**src/rtl/tagrn_pkg.sv**
```systemverilog
package tagrn_pkg;
  // Opcode values; bit 1 selects the multiplier unit.
  localparam logic [1:0] OPC_ADD = 2'b00;
  localparam logic [1:0] OPC_SUB = 2'b01;
  localparam logic [1:0] OPC_MUL = 2'b10;

  function automatic logic op_needs_mul(input logic [1:0] op);
    return op[1];
  endfunction
endpackage

```
**src/rtl/tagrn_fifo.sv**
```systemverilog
module tagrn_fifo #(
  parameter int W     = 11,
  parameter int DEPTH = 4
) (
  input  logic         clk,
  input  logic         rst,
  input  logic         push,
  input  logic [W-1:0] din,
  input  logic         pop,
  output logic [W-1:0] dout,
  output logic         empty,
  output logic         full
);
  localparam int AW = (DEPTH > 1) ? $clog2(DEPTH) : 1;

  logic [W-1:0]  mem [DEPTH];
  logic [AW-1:0] wr_ptr, rd_ptr;
  logic [AW:0]   count;

  // Storage without reset so it maps onto RAM.
  always_ff @(posedge clk) begin
    if (push) mem[wr_ptr] <= din;
  end

  always_ff @(posedge clk) begin
    if (rst) begin
      wr_ptr <= '0;
      rd_ptr <= '0;
      count  <= '0;
    end else begin
      if (push) wr_ptr <= (wr_ptr == AW'(DEPTH - 1)) ? '0 : wr_ptr + 1'b1;
      if (pop)  rd_ptr <= (rd_ptr == AW'(DEPTH - 1)) ? '0 : rd_ptr + 1'b1;
      count <= count + {{AW{1'b0}}, push} - {{AW{1'b0}}, pop};
    end
  end

  assign dout  = mem[rd_ptr];
  assign empty = (count == '0);
  assign full  = (count == (AW+1)'(DEPTH));
endmodule

```
**src/rtl/tagrn_regfile.sv**
```systemverilog
module tagrn_regfile #(
  parameter int NREG = 8,
  parameter int DW   = 16,
  parameter int TW   = 3,
  localparam int RA  = $clog2(NREG)
) (
  input  logic          clk,
  input  logic          rst,
  input  logic [RA-1:0] ra1,
  input  logic [RA-1:0] ra2,
  output logic [DW-1:0] rv1,
  output logic [DW-1:0] rv2,
  output logic          rp1,
  output logic          rp2,
  output logic [TW-1:0] rt1,
  output logic [TW-1:0] rt2,
  input  logic [RA-1:0] peek_addr,
  output logic [DW-1:0] peek_data,
  input  logic          bus_v,
  input  logic [TW-1:0] bus_t,
  input  logic [DW-1:0] bus_d,
  input  logic          iss_en,
  input  logic [RA-1:0] iss_dst,
  input  logic [TW-1:0] iss_tag
);
  logic [DW-1:0] rf   [NREG];
  logic [TW-1:0] ptag [NREG];
  logic [NREG-1:0] pend;

  always_ff @(posedge clk) begin
    if (rst) begin
      for (int r = 0; r < NREG; r++) begin
        rf[r]   <= DW'(r);
        ptag[r] <= '0;
      end
      pend      <= '0;
      peek_data <= '0;
    end else begin
      for (int r = 0; r < NREG; r++) begin
        if (bus_v && pend[r] && ptag[r] == bus_t) begin
          rf[r]   <= bus_d;
          pend[r] <= 1'b0;
        end
      end
      // Renaming at issue overrides a clear in the same cycle.
      if (iss_en) begin
        pend[iss_dst] <= 1'b1;
        ptag[iss_dst] <= iss_tag;
      end
      peek_data <= rf[peek_addr];
    end
  end

  assign rv1 = rf[ra1];
  assign rv2 = rf[ra2];
  assign rp1 = pend[ra1];
  assign rp2 = pend[ra2];
  assign rt1 = ptag[ra1];
  assign rt2 = ptag[ra2];
endmodule

```
**src/rtl/tagrn_stations.sv**
```systemverilog
module tagrn_stations #(
  parameter int NALU    = 3,
  parameter int NMUL    = 2,
  parameter int DW      = 16,
  parameter int MUL_LAT = 3,
  localparam int NST    = NALU + NMUL,
  localparam int TW     = $clog2(NST)
) (
  input  logic           clk,
  input  logic           rst,
  input  logic           alloc_en,
  input  logic [TW-1:0]  alloc_idx,
  input  logic           alloc_sub,
  input  logic           a_rdy1,
  input  logic [DW-1:0]  a_val1,
  input  logic [TW-1:0]  a_tag1,
  input  logic           a_rdy2,
  input  logic [DW-1:0]  a_val2,
  input  logic [TW-1:0]  a_tag2,
  output logic [NST-1:0] free_mask,
  output logic           bus_v,
  output logic [TW-1:0]  bus_t,
  output logic [DW-1:0]  bus_d
);
  localparam int CW = $clog2(MUL_LAT + 1);
  localparam logic [CW-1:0]  MLOAD = CW'(MUL_LAT - 1);
  localparam logic [NST-1:0] ALU_M = {{NMUL{1'b0}}, {NALU{1'b1}}};

  logic [NST-1:0] busy, exec, done, sub, r1, r2;
  logic [DW-1:0]  v1 [NST];
  logic [DW-1:0]  v2 [NST];
  logic [TW-1:0]  t1 [NST];
  logic [TW-1:0]  t2 [NST];
  logic [DW-1:0]  res [NST];
  // age[i][j] = 1 when station j was allocated before station i.
  logic [NST-1:0] age [NST];

  logic          mbusy;
  logic [CW-1:0] mcnt;
  logic [TW-1:0] midx;
  logic [DW-1:0] ma, mb, prod;

  logic [NST-1:0] rdy_vec, alu_cand, mul_cand, alu_go, mul_go, bus_sel;
  logic [TW-1:0]  mul_idx;
  logic [DW-1:0]  alu_a, alu_b, alu_y;
  logic           alu_s;

  assign rdy_vec  = busy & ~exec & ~done & r1 & r2;
  assign alu_cand = rdy_vec & ALU_M;
  assign mul_cand = rdy_vec & ~ALU_M & {NST{~mbusy}};

  // Oldest-first selection per unit and for the shared bus.
  for (genvar i = 0; i < NST; i++) begin : g_sel
    assign alu_go[i]  = alu_cand[i] & ~|(age[i] & alu_cand);
    assign mul_go[i]  = mul_cand[i] & ~|(age[i] & mul_cand);
    assign bus_sel[i] = done[i]     & ~|(age[i] & done);
  end

  always_comb begin
    alu_a   = '0;
    alu_b   = '0;
    alu_s   = 1'b0;
    mul_idx = '0;
    bus_t   = '0;
    bus_d   = '0;
    for (int i = 0; i < NST; i++) begin
      if (alu_go[i]) begin
        alu_a = v1[i];
        alu_b = v2[i];
        alu_s = sub[i];
      end
      if (mul_go[i]) mul_idx = TW'(i);
      if (bus_sel[i]) begin
        bus_t = TW'(i);
        bus_d = res[i];
      end
    end
  end

  assign alu_y     = alu_s ? (alu_a - alu_b) : (alu_a + alu_b);
  assign prod      = ma * mb;
  assign bus_v     = |done;
  assign free_mask = ~busy;

  always_ff @(posedge clk) begin
    if (rst) begin
      busy  <= '0;
      exec  <= '0;
      done  <= '0;
      sub   <= '0;
      r1    <= '0;
      r2    <= '0;
      mbusy <= 1'b0;
      mcnt  <= '0;
      midx  <= '0;
      ma    <= '0;
      mb    <= '0;
      for (int i = 0; i < NST; i++) begin
        v1[i]  <= '0;
        v2[i]  <= '0;
        t1[i]  <= '0;
        t2[i]  <= '0;
        res[i] <= '0;
        age[i] <= '0;
      end
    end else begin
      for (int i = 0; i < NST; i++) begin
        if (busy[i] && !r1[i] && bus_v && t1[i] == bus_t) begin
          v1[i] <= bus_d;
          r1[i] <= 1'b1;
        end
        if (busy[i] && !r2[i] && bus_v && t2[i] == bus_t) begin
          v2[i] <= bus_d;
          r2[i] <= 1'b1;
        end
        if (alu_go[i]) begin
          res[i]  <= alu_y;
          done[i] <= 1'b1;
        end
        if (mul_go[i]) exec[i] <= 1'b1;
        if (bus_sel[i]) begin
          busy[i] <= 1'b0;
          done[i] <= 1'b0;
        end
        if (alloc_en && alloc_idx == TW'(i)) begin
          busy[i] <= 1'b1;
          exec[i] <= 1'b0;
          done[i] <= 1'b0;
          sub[i]  <= alloc_sub;
          r1[i]   <= a_rdy1;
          v1[i]   <= a_val1;
          t1[i]   <= a_tag1;
          r2[i]   <= a_rdy2;
          v2[i]   <= a_val2;
          t2[i]   <= a_tag2;
          age[i]  <= busy & ~bus_sel;
        end
        if (alloc_en) age[i][alloc_idx] <= 1'b0;
      end
      // Multiplier: one operation at a time, MUL_LAT cycles each.
      if (mbusy) begin
        if (mcnt == '0) begin
          res[midx]  <= prod;
          done[midx] <= 1'b1;
          exec[midx] <= 1'b0;
          mbusy      <= 1'b0;
        end else begin
          mcnt <= mcnt - 1'b1;
        end
      end else if (|mul_go) begin
        mbusy <= 1'b1;
        mcnt  <= MLOAD;
        midx  <= mul_idx;
        ma    <= v1[mul_idx];
        mb    <= v2[mul_idx];
      end
    end
  end
endmodule

```
**src/rtl/tagrn_core.sv**
```systemverilog
module tagrn_core #(
  parameter int NREG    = 8,
  parameter int DW      = 16,
  parameter int NALU    = 3,
  parameter int NMUL    = 2,
  parameter int MUL_LAT = 3,
  parameter int QDEPTH  = 4,
  localparam int RA     = $clog2(NREG),
  localparam int NST    = NALU + NMUL,
  localparam int TW     = $clog2(NST)
) (
  input  logic          clk,
  input  logic          rst,
  input  logic          in_valid,
  output logic          in_ready,
  input  logic [1:0]    in_op,
  input  logic [RA-1:0] in_dst,
  input  logic [RA-1:0] in_src_a,
  input  logic [RA-1:0] in_src_b,
  input  logic [RA-1:0] peek_addr,
  output logic [DW-1:0] peek_data,
  output logic          bcast_valid,
  output logic [TW-1:0] bcast_tag,
  output logic [DW-1:0] bcast_data
);
  import tagrn_pkg::*;

  localparam int IW = 2 + 3 * RA;
  localparam logic [NST-1:0] ALU_M = {{NMUL{1'b0}}, {NALU{1'b1}}};

  logic [IW-1:0]  head;
  logic           q_empty, q_full, push;
  logic [1:0]     h_op;
  logic [RA-1:0]  h_dst, h_sa, h_sb;
  logic           need_mul, iss_en;
  logic [NST-1:0] free_mask, avail;
  logic [TW-1:0]  iss_idx;

  logic [DW-1:0]  rv1, rv2, s_val1, s_val2;
  logic           rp1, rp2, s_rdy1, s_rdy2;
  logic [TW-1:0]  rt1, rt2;

  logic           bus_v;
  logic [TW-1:0]  bus_t;
  logic [DW-1:0]  bus_d;

  assign in_ready = ~q_full;
  assign push     = in_valid & ~q_full;

  tagrn_fifo #(.W(IW), .DEPTH(QDEPTH)) u_q (
    .clk(clk), .rst(rst), .push(push),
    .din({in_op, in_dst, in_src_a, in_src_b}),
    .pop(iss_en), .dout(head), .empty(q_empty), .full(q_full)
  );

  assign {h_op, h_dst, h_sa, h_sb} = head;
  assign need_mul = op_needs_mul(h_op);
  assign avail    = free_mask & (need_mul ? ~ALU_M : ALU_M);
  assign iss_en   = ~q_empty & (|avail);

  // Lowest-numbered free station of the needed type.
  always_comb begin
    iss_idx = '0;
    for (int i = NST - 1; i >= 0; i--) begin
      if (avail[i]) iss_idx = TW'(i);
    end
  end

  tagrn_regfile #(.NREG(NREG), .DW(DW), .TW(TW)) u_rf (
    .clk(clk), .rst(rst),
    .ra1(h_sa), .ra2(h_sb),
    .rv1(rv1), .rv2(rv2), .rp1(rp1), .rp2(rp2), .rt1(rt1), .rt2(rt2),
    .peek_addr(peek_addr), .peek_data(peek_data),
    .bus_v(bus_v), .bus_t(bus_t), .bus_d(bus_d),
    .iss_en(iss_en), .iss_dst(h_dst), .iss_tag(iss_idx)
  );

  // Operand resolution at issue, including same-cycle broadcast capture.
  always_comb begin
    s_rdy1 = ~rp1 | (bus_v & (bus_t == rt1));
    s_val1 = rp1 ? bus_d : rv1;
    s_rdy2 = ~rp2 | (bus_v & (bus_t == rt2));
    s_val2 = rp2 ? bus_d : rv2;
  end

  tagrn_stations #(.NALU(NALU), .NMUL(NMUL), .DW(DW), .MUL_LAT(MUL_LAT)) u_rs (
    .clk(clk), .rst(rst),
    .alloc_en(iss_en), .alloc_idx(iss_idx), .alloc_sub(h_op[0]),
    .a_rdy1(s_rdy1), .a_val1(s_val1), .a_tag1(rt1),
    .a_rdy2(s_rdy2), .a_val2(s_val2), .a_tag2(rt2),
    .free_mask(free_mask),
    .bus_v(bus_v), .bus_t(bus_t), .bus_d(bus_d)
  );

  always_ff @(posedge clk) begin
    if (rst) begin
      bcast_valid <= 1'b0;
      bcast_tag   <= '0;
      bcast_data  <= '0;
    end else begin
      bcast_valid <= bus_v;
      bcast_tag   <= bus_t;
      bcast_data  <= bus_d;
    end
  end
endmodule

```
**config.mk**
```make
export PLATFORM = sky130hd
export DESIGN_NAME = tagrn_core
export DESIGN_NICKNAME = d
export VERILOG_FILES = /design/src/rtl/tagrn_pkg.sv /design/src/rtl/tagrn_fifo.sv /design/src/rtl/tagrn_regfile.sv /design/src/rtl/tagrn_stations.sv /design/src/rtl/tagrn_core.sv
export SDC_FILE = /design/constraint.sdc
export NUM_CORES = 2
export LEC_CHECK = 0
export BUFFER_PORTS_ARGS = -buffer_cell sky130_fd_sc_hd__buf_2
export CAP_MARGIN = 20
export CORE_MARGIN = 2
export CORE_UTILIZATION = 60
export DETAILED_ROUTE_END_ITERATION = 8
export GPL_TIMING_DRIVEN = 1
export HOLD_SLACK_MARGIN = 0.02
export PLACE_DENSITY = 0.77
export SYNTH_ARGS = -nofsm -noshare
export SYNTH_HDL_FRONTEND = slang
export SYNTH_SLANG_ARGS = --single-unit
```
**constraint.sdc**
```tcl
create_clock -name clk -period 11.68 [get_ports clk]
set_input_delay 2.336 -clock clk [delete_from_list [all_inputs] [get_ports clk]]
set_output_delay 2.336 -clock clk [all_outputs]
set_load 0.02 [all_outputs]
```
==> impl_table.tex <==
\begin{tabular}{lr}
\hline
Metric & Value \\
\hline
\multicolumn{2}{l}{\textbf{Floorplanning}} \\
\quad Ports & 54 \\
\quad Core area & 56200 um\^{}2 \\
\quad X dimension of the die & 242 um \\
\quad FP Rows & 87 \\
\quad Die footprint & 58400 um\^{}2 \\
\quad Initial core utilization & between 60\% and 70\% \\
\quad Die Height & between 200 and 250 um \\
\multicolumn{2}{l}{\textbf{Global routing}} \\
\quad First-pass GRT wire length & 142 mm \\
\quad Antenna violations before repair & 0 \\
\quad Total routing resource utilization after global routing & 31.4\% \\
\quad Via count of the first global-routing pass & 24600 \\
\quad GRT overflow & 0 \\
\quad Maximum number of pins on one net before global-route repair & 74 \\
\multicolumn{2}{l}{\textbf{Timing}} \\
\quad Number of pins exceeding their max-slew limit in the final report & 0 \\
\quad Final worst path period need & 5.90 ns \\
\quad Final count of hold timing violations & 0 \\
\quad Worst slew margin relative to its limit & 16.3\% \\
\quad Slew at the pin with the worst max-slew slack & $\sim$1.2 ns \\
\quad Final clock period utilization by the worst path & 50.5\% \\
\quad Setup violators final & 0 \\
\quad Unrepaired setup endpoints after global routing & no \\
\quad Highest achievable clock rate & 170 MHz \\
\quad Worst clock skew & 0.0341 ns \\
\quad Aggregate negative setup slack & 0 ns \\
\multicolumn{2}{l}{\textbf{Clocking}} \\
\quad Number of clock buffers inserted by TritonCTS & 61 \\
\quad Cells resized by post-CTS repair & 0 \\
\quad Post-CTS repair timing setup buffer count & 0 \\
\quad H-tree depth & 2 \\
\quad CTS Root Cell & clkbuf\_16 \\
\quad Maximum buffer depth of the clock tree & 3 \\
\quad Insertion delay of the later-clocked pin in the worst-skew pair & 0.66 ns \\
\quad Hold buffers post-CTS & 0 \\
\quad Clock tree from TritonCTS & built \\
\quad Sinks on Clock Net & 609 \\
\quad Clock edge transition at the registers on the reported setup and hold paths & $\sim$0.070 ns \\
\multicolumn{2}{l}{\textbf{Power and ir drop}} \\
\quad Fraction of power spent switching nets & about 37\% \\
\quad Largest vdd supply drop & 0.000303 V \\
\quad Sequential power share & just under 40\% \\
\quad Internal power summed over all cells & 0.00468 W \\
\quad Final Power & approximately 0.0074 W \\
\quad Clock power frac & a little over a quarter \\
\quad Combinational power share & 34.3\% \\
\quad Total leakage power & 14.0 nW \\
\quad Switching component of the power & 0.00272 W \\
\quad Areal power density over the cells & a little over 200 nW/um\^{}2 \\
\multicolumn{2}{l}{\textbf{Route}} \\
\quad Final wirelength & 91.8 mm \\
\quad Detailed-route via count & 24400 \\
\quad Drc violations & 0 \\
\quad Wire per inst & 23.9 um \\
\quad Antenna-violating nets left & 0 \\
\quad 1st-iter DRT viols & 3281 \\
\quad DR pass1 iterations & 8 \\
\quad Via/cell ratio & about 6.3 \\
\multicolumn{2}{l}{\textbf{Synth}} \\
\quad Flop and latch count out of synthesis & 609 \\
\quad Number of cells produced by synthesis & between 3000 and 4000 \\
\quad Syn Std Cell Area & 33900 um\^{}2 \\
\quad Mean instance size in the synthesized netlist & 11.0 um\^{}2 \\
\quad Yosys top cell by area & edfxtp\_1 \\
\quad Main flop type after synthesis & edfxtp\_1 \\
\quad Share of the synthesized area in the top cell type & 43.1\% \\
\quad Count of synthesis-stage warnings from yosys & 0 \\
\quad Proportion of register bits with asynchronous set or reset after synthesis & 0\% \\
\quad Share of synthesized area occupied by flip-flops and latches & 50.3\% \\
\quad Syn\_nets & 3244 \\
\quad Largest cells by area after synthesis & edfxtp\_1 43\%, mux4\_2 7.8\%, dfxtp\_1 7.3\% \\
\quad Yosys cell types & 73 \\
\quad Count of flip-flops with a built-in enable after synthesis & about 490 \\
\multicolumn{2}{l}{\textbf{Worst setup path}} \\
\quad Kind of start point of the critical path & flip-flop \\
\quad Max FO, Critical Path & 17 \\
\quad Critical path class & reg -> reg \\
\quad Crit-path most repeated cell & inv\_1 \\
\quad Delay of the slowest cell on the worst path & between 0.6 and 0.7 ns \\
\quad Data required time of the worst path & 12.03 ns \\
\quad Cell with the largest stage delay on the worst path & or3\_1 \\
\quad Buffer and inverter count on the worst path & 3 \\
\quad WP data arrival & 6.24 ns \\
\quad Category of cells accounting for the largest share of critical-path delay & simple AND/OR/NAND/NOR gates \\
\quad Capturing element type of the critical path & flip-flop \\
\quad Reg-to-reg critical path startpoint & u\_rs.busy[1] \\
\quad CP cell instances & and4bb\_1 > nand2\_2 > or3\_1 > a311oi\_1 > nor2\_1 > inv\_1 > ha\_1 > inv\_1 > nor4\_1 > inv\_1 > o21ai\_0 > xor2\_1 > ha\_1 > o21a\_1 > o21ai\_0 > a31oi\_1 > nor4\_1 > nor3\_1 > a211oi\_1 > o21bai\_1 > a21oi\_1 > xnor2\_1 > o22ai\_1 \\
\quad Start point of the critical path & u\_rs.busy[1] \\
\multicolumn{2}{l}{\textbf{Final layout}} \\
\quad Area grow syn2layout & 8.42\% \\
\quad Ant. Diodes & 0 \\
\quad Final \#Nets & 3210 \\
\quad Layout cells sized above 1 & 13.7\% \\
\quad Filler instances & 4269 \\
\multicolumn{2}{l}{\textbf{Place}} \\
\quad Port Buffers & 53 \\
\quad Final Wtd Congestion & roughly 0.93 \\
\quad Estimated wirelength of the detail-placed design & 62.1 mm \\
\multicolumn{2}{l}{\textbf{Status}} \\
\quad Outcome & finished clean \\
\multicolumn{2}{l}{\textbf{Flow run}} \\
\quad Max Cap Violations & 0 \\
\multicolumn{2}{l}{\textbf{Worst hold path}} \\
\quad HP Class & reg -> reg \\
\quad Start point of the worst min-delay path & u\_rs.exec[3] \\
\hline
\end{tabular}
## final timing paths
check / end / slack, ns / cells past startpoint
hold reg to reg: u_rs.exec[3] / 0.47 / 2
hold / removal: u_rs.exec[3] / 0.47 / 2
setup / recovery: u_rs.res[0][15] / 5.78 / 23
setup reg to reg: u_rs.res[0][15] / 5.78 / 23
## cell usage after synthesis (14+ instances only)
library cell	number
nor2_1	599
edfxtp_1	486
nand2_1	234
inv_1	177
clkbuf_1	132
dfxtp_1	123
mux4_2	118
a21oi_1	115
xnor2_1	105
fa_1	82
mux2i_1	80
ha_1	73
o21ai_0	71
and2_1	68
a211oi_1	51
nand3_1	44
buf_2	41
nand2b_1	37
nor3_1	36
o22ai_1	36
or2_2	31
mux2_2	24
xor2_1	23
a22oi_1	19
a311oi_1	19
buf_4	19
o21a_1	18
nor2b_1	16
o21ai_1	16
a211o_1	14
buf_1	14
## sequential cells by signal (all words and copies together) (netlist names), 8 cells and up, named ones only
register and cells:
u_rf.peek_data 16, u_rs.ma 16, u_rs.mb 16, u_q.mem 44, u_rs.t2 15, u_rf.rf 128
u_rs.t1 15, u_rs.v2 80, u_rf.ptag 24, u_rf.pend 8, u_rs.v1 80, bcast_data 16
u_rs.res 80, u_rs.age 25
## logic make-up after synthesis
group / Yosys count / share of synthesized area [%]
compound gates: 439 / 8.43
flops: 609 / 50.3
simple gates: 1129 / 14.6
mux: 222 / 11.0
buf+inv: 390 / 4.82
xor+xnor: 128 / 3.31
fa+ha+maj: 155 / 7.54
## metrics by stage
stage	hold slack (ns)	util, %	worst slack, ns	cells	area (um^2)
4_1_cts	0.465	65.2	5.87	3841	36600
3_3_place_gp	0.457	61.6	5.95	3724	34600
5_1_grt	0.494	65.4	5.21	3846	36700
6_report	0.468	65.4	5.78	3846	36700
2_1_floorplan	0.429	-	6.37	3072	33900
3_5_place_dp	0.455	61.6	5.92	3726	34600
## placed cells by master, fill, tap and decap left out, drive strengths merged, types with 36 or more instances in the layout
cell and instances:
a21oi 115, and2 68, nand2b 38, a211oi 52, mux2i 80, edfxtp 486, dfxtp 123, ha 73
o22ai 36, inv 179, o21ai 96, nor2 599, mux4 118, nand2 235, nand3 44, clkbuf 89
fa 82, nor3 36, buf 115, xnor2 105
## routing by layer
layer / vias up / track usage, % / share of wire (%)
li1: 10800 / - / -
met1: 12000 / 41.9 / 38
met2: 1434 / 50.5 / 47
met3: 236 / 6.24 / 10
met4: 0 / 13.4 / 4.2
met5: - / 0 / 0
## tightest hold or removal path: stages (launching register included)
cell      delay, ns
dfxtp_1        0.32
inv_1          0.05
a211oi_1       0.05
## area by class of cell
cell class	instances	area (um^2)	share of cell area (%)
clock buffer	89	1810	4.91
timing repair buffer	115	806	2.19
sequential	609	17100	46.4
inverter	178	668	1.82
tap	756	946	2.57
clock inverter	26	223	0.606
multi-input combinational	2073	15200	41.5
## power by group through the flow
stage	clock network (W)	registers (W)	logic (W)
6_report	0.00198	0.00289	0.00254
4_1_cts	0.00198	0.00288	0.00248
5_1_grt	0.00206	0.00291	0.00267
3_3_place_gp	0	0.00291	0.00241
2_1_floorplan	0	0.00285	0.00177
3_5_place_dp	0	0.00292	0.00246
(Power assumes the default switching activity.)
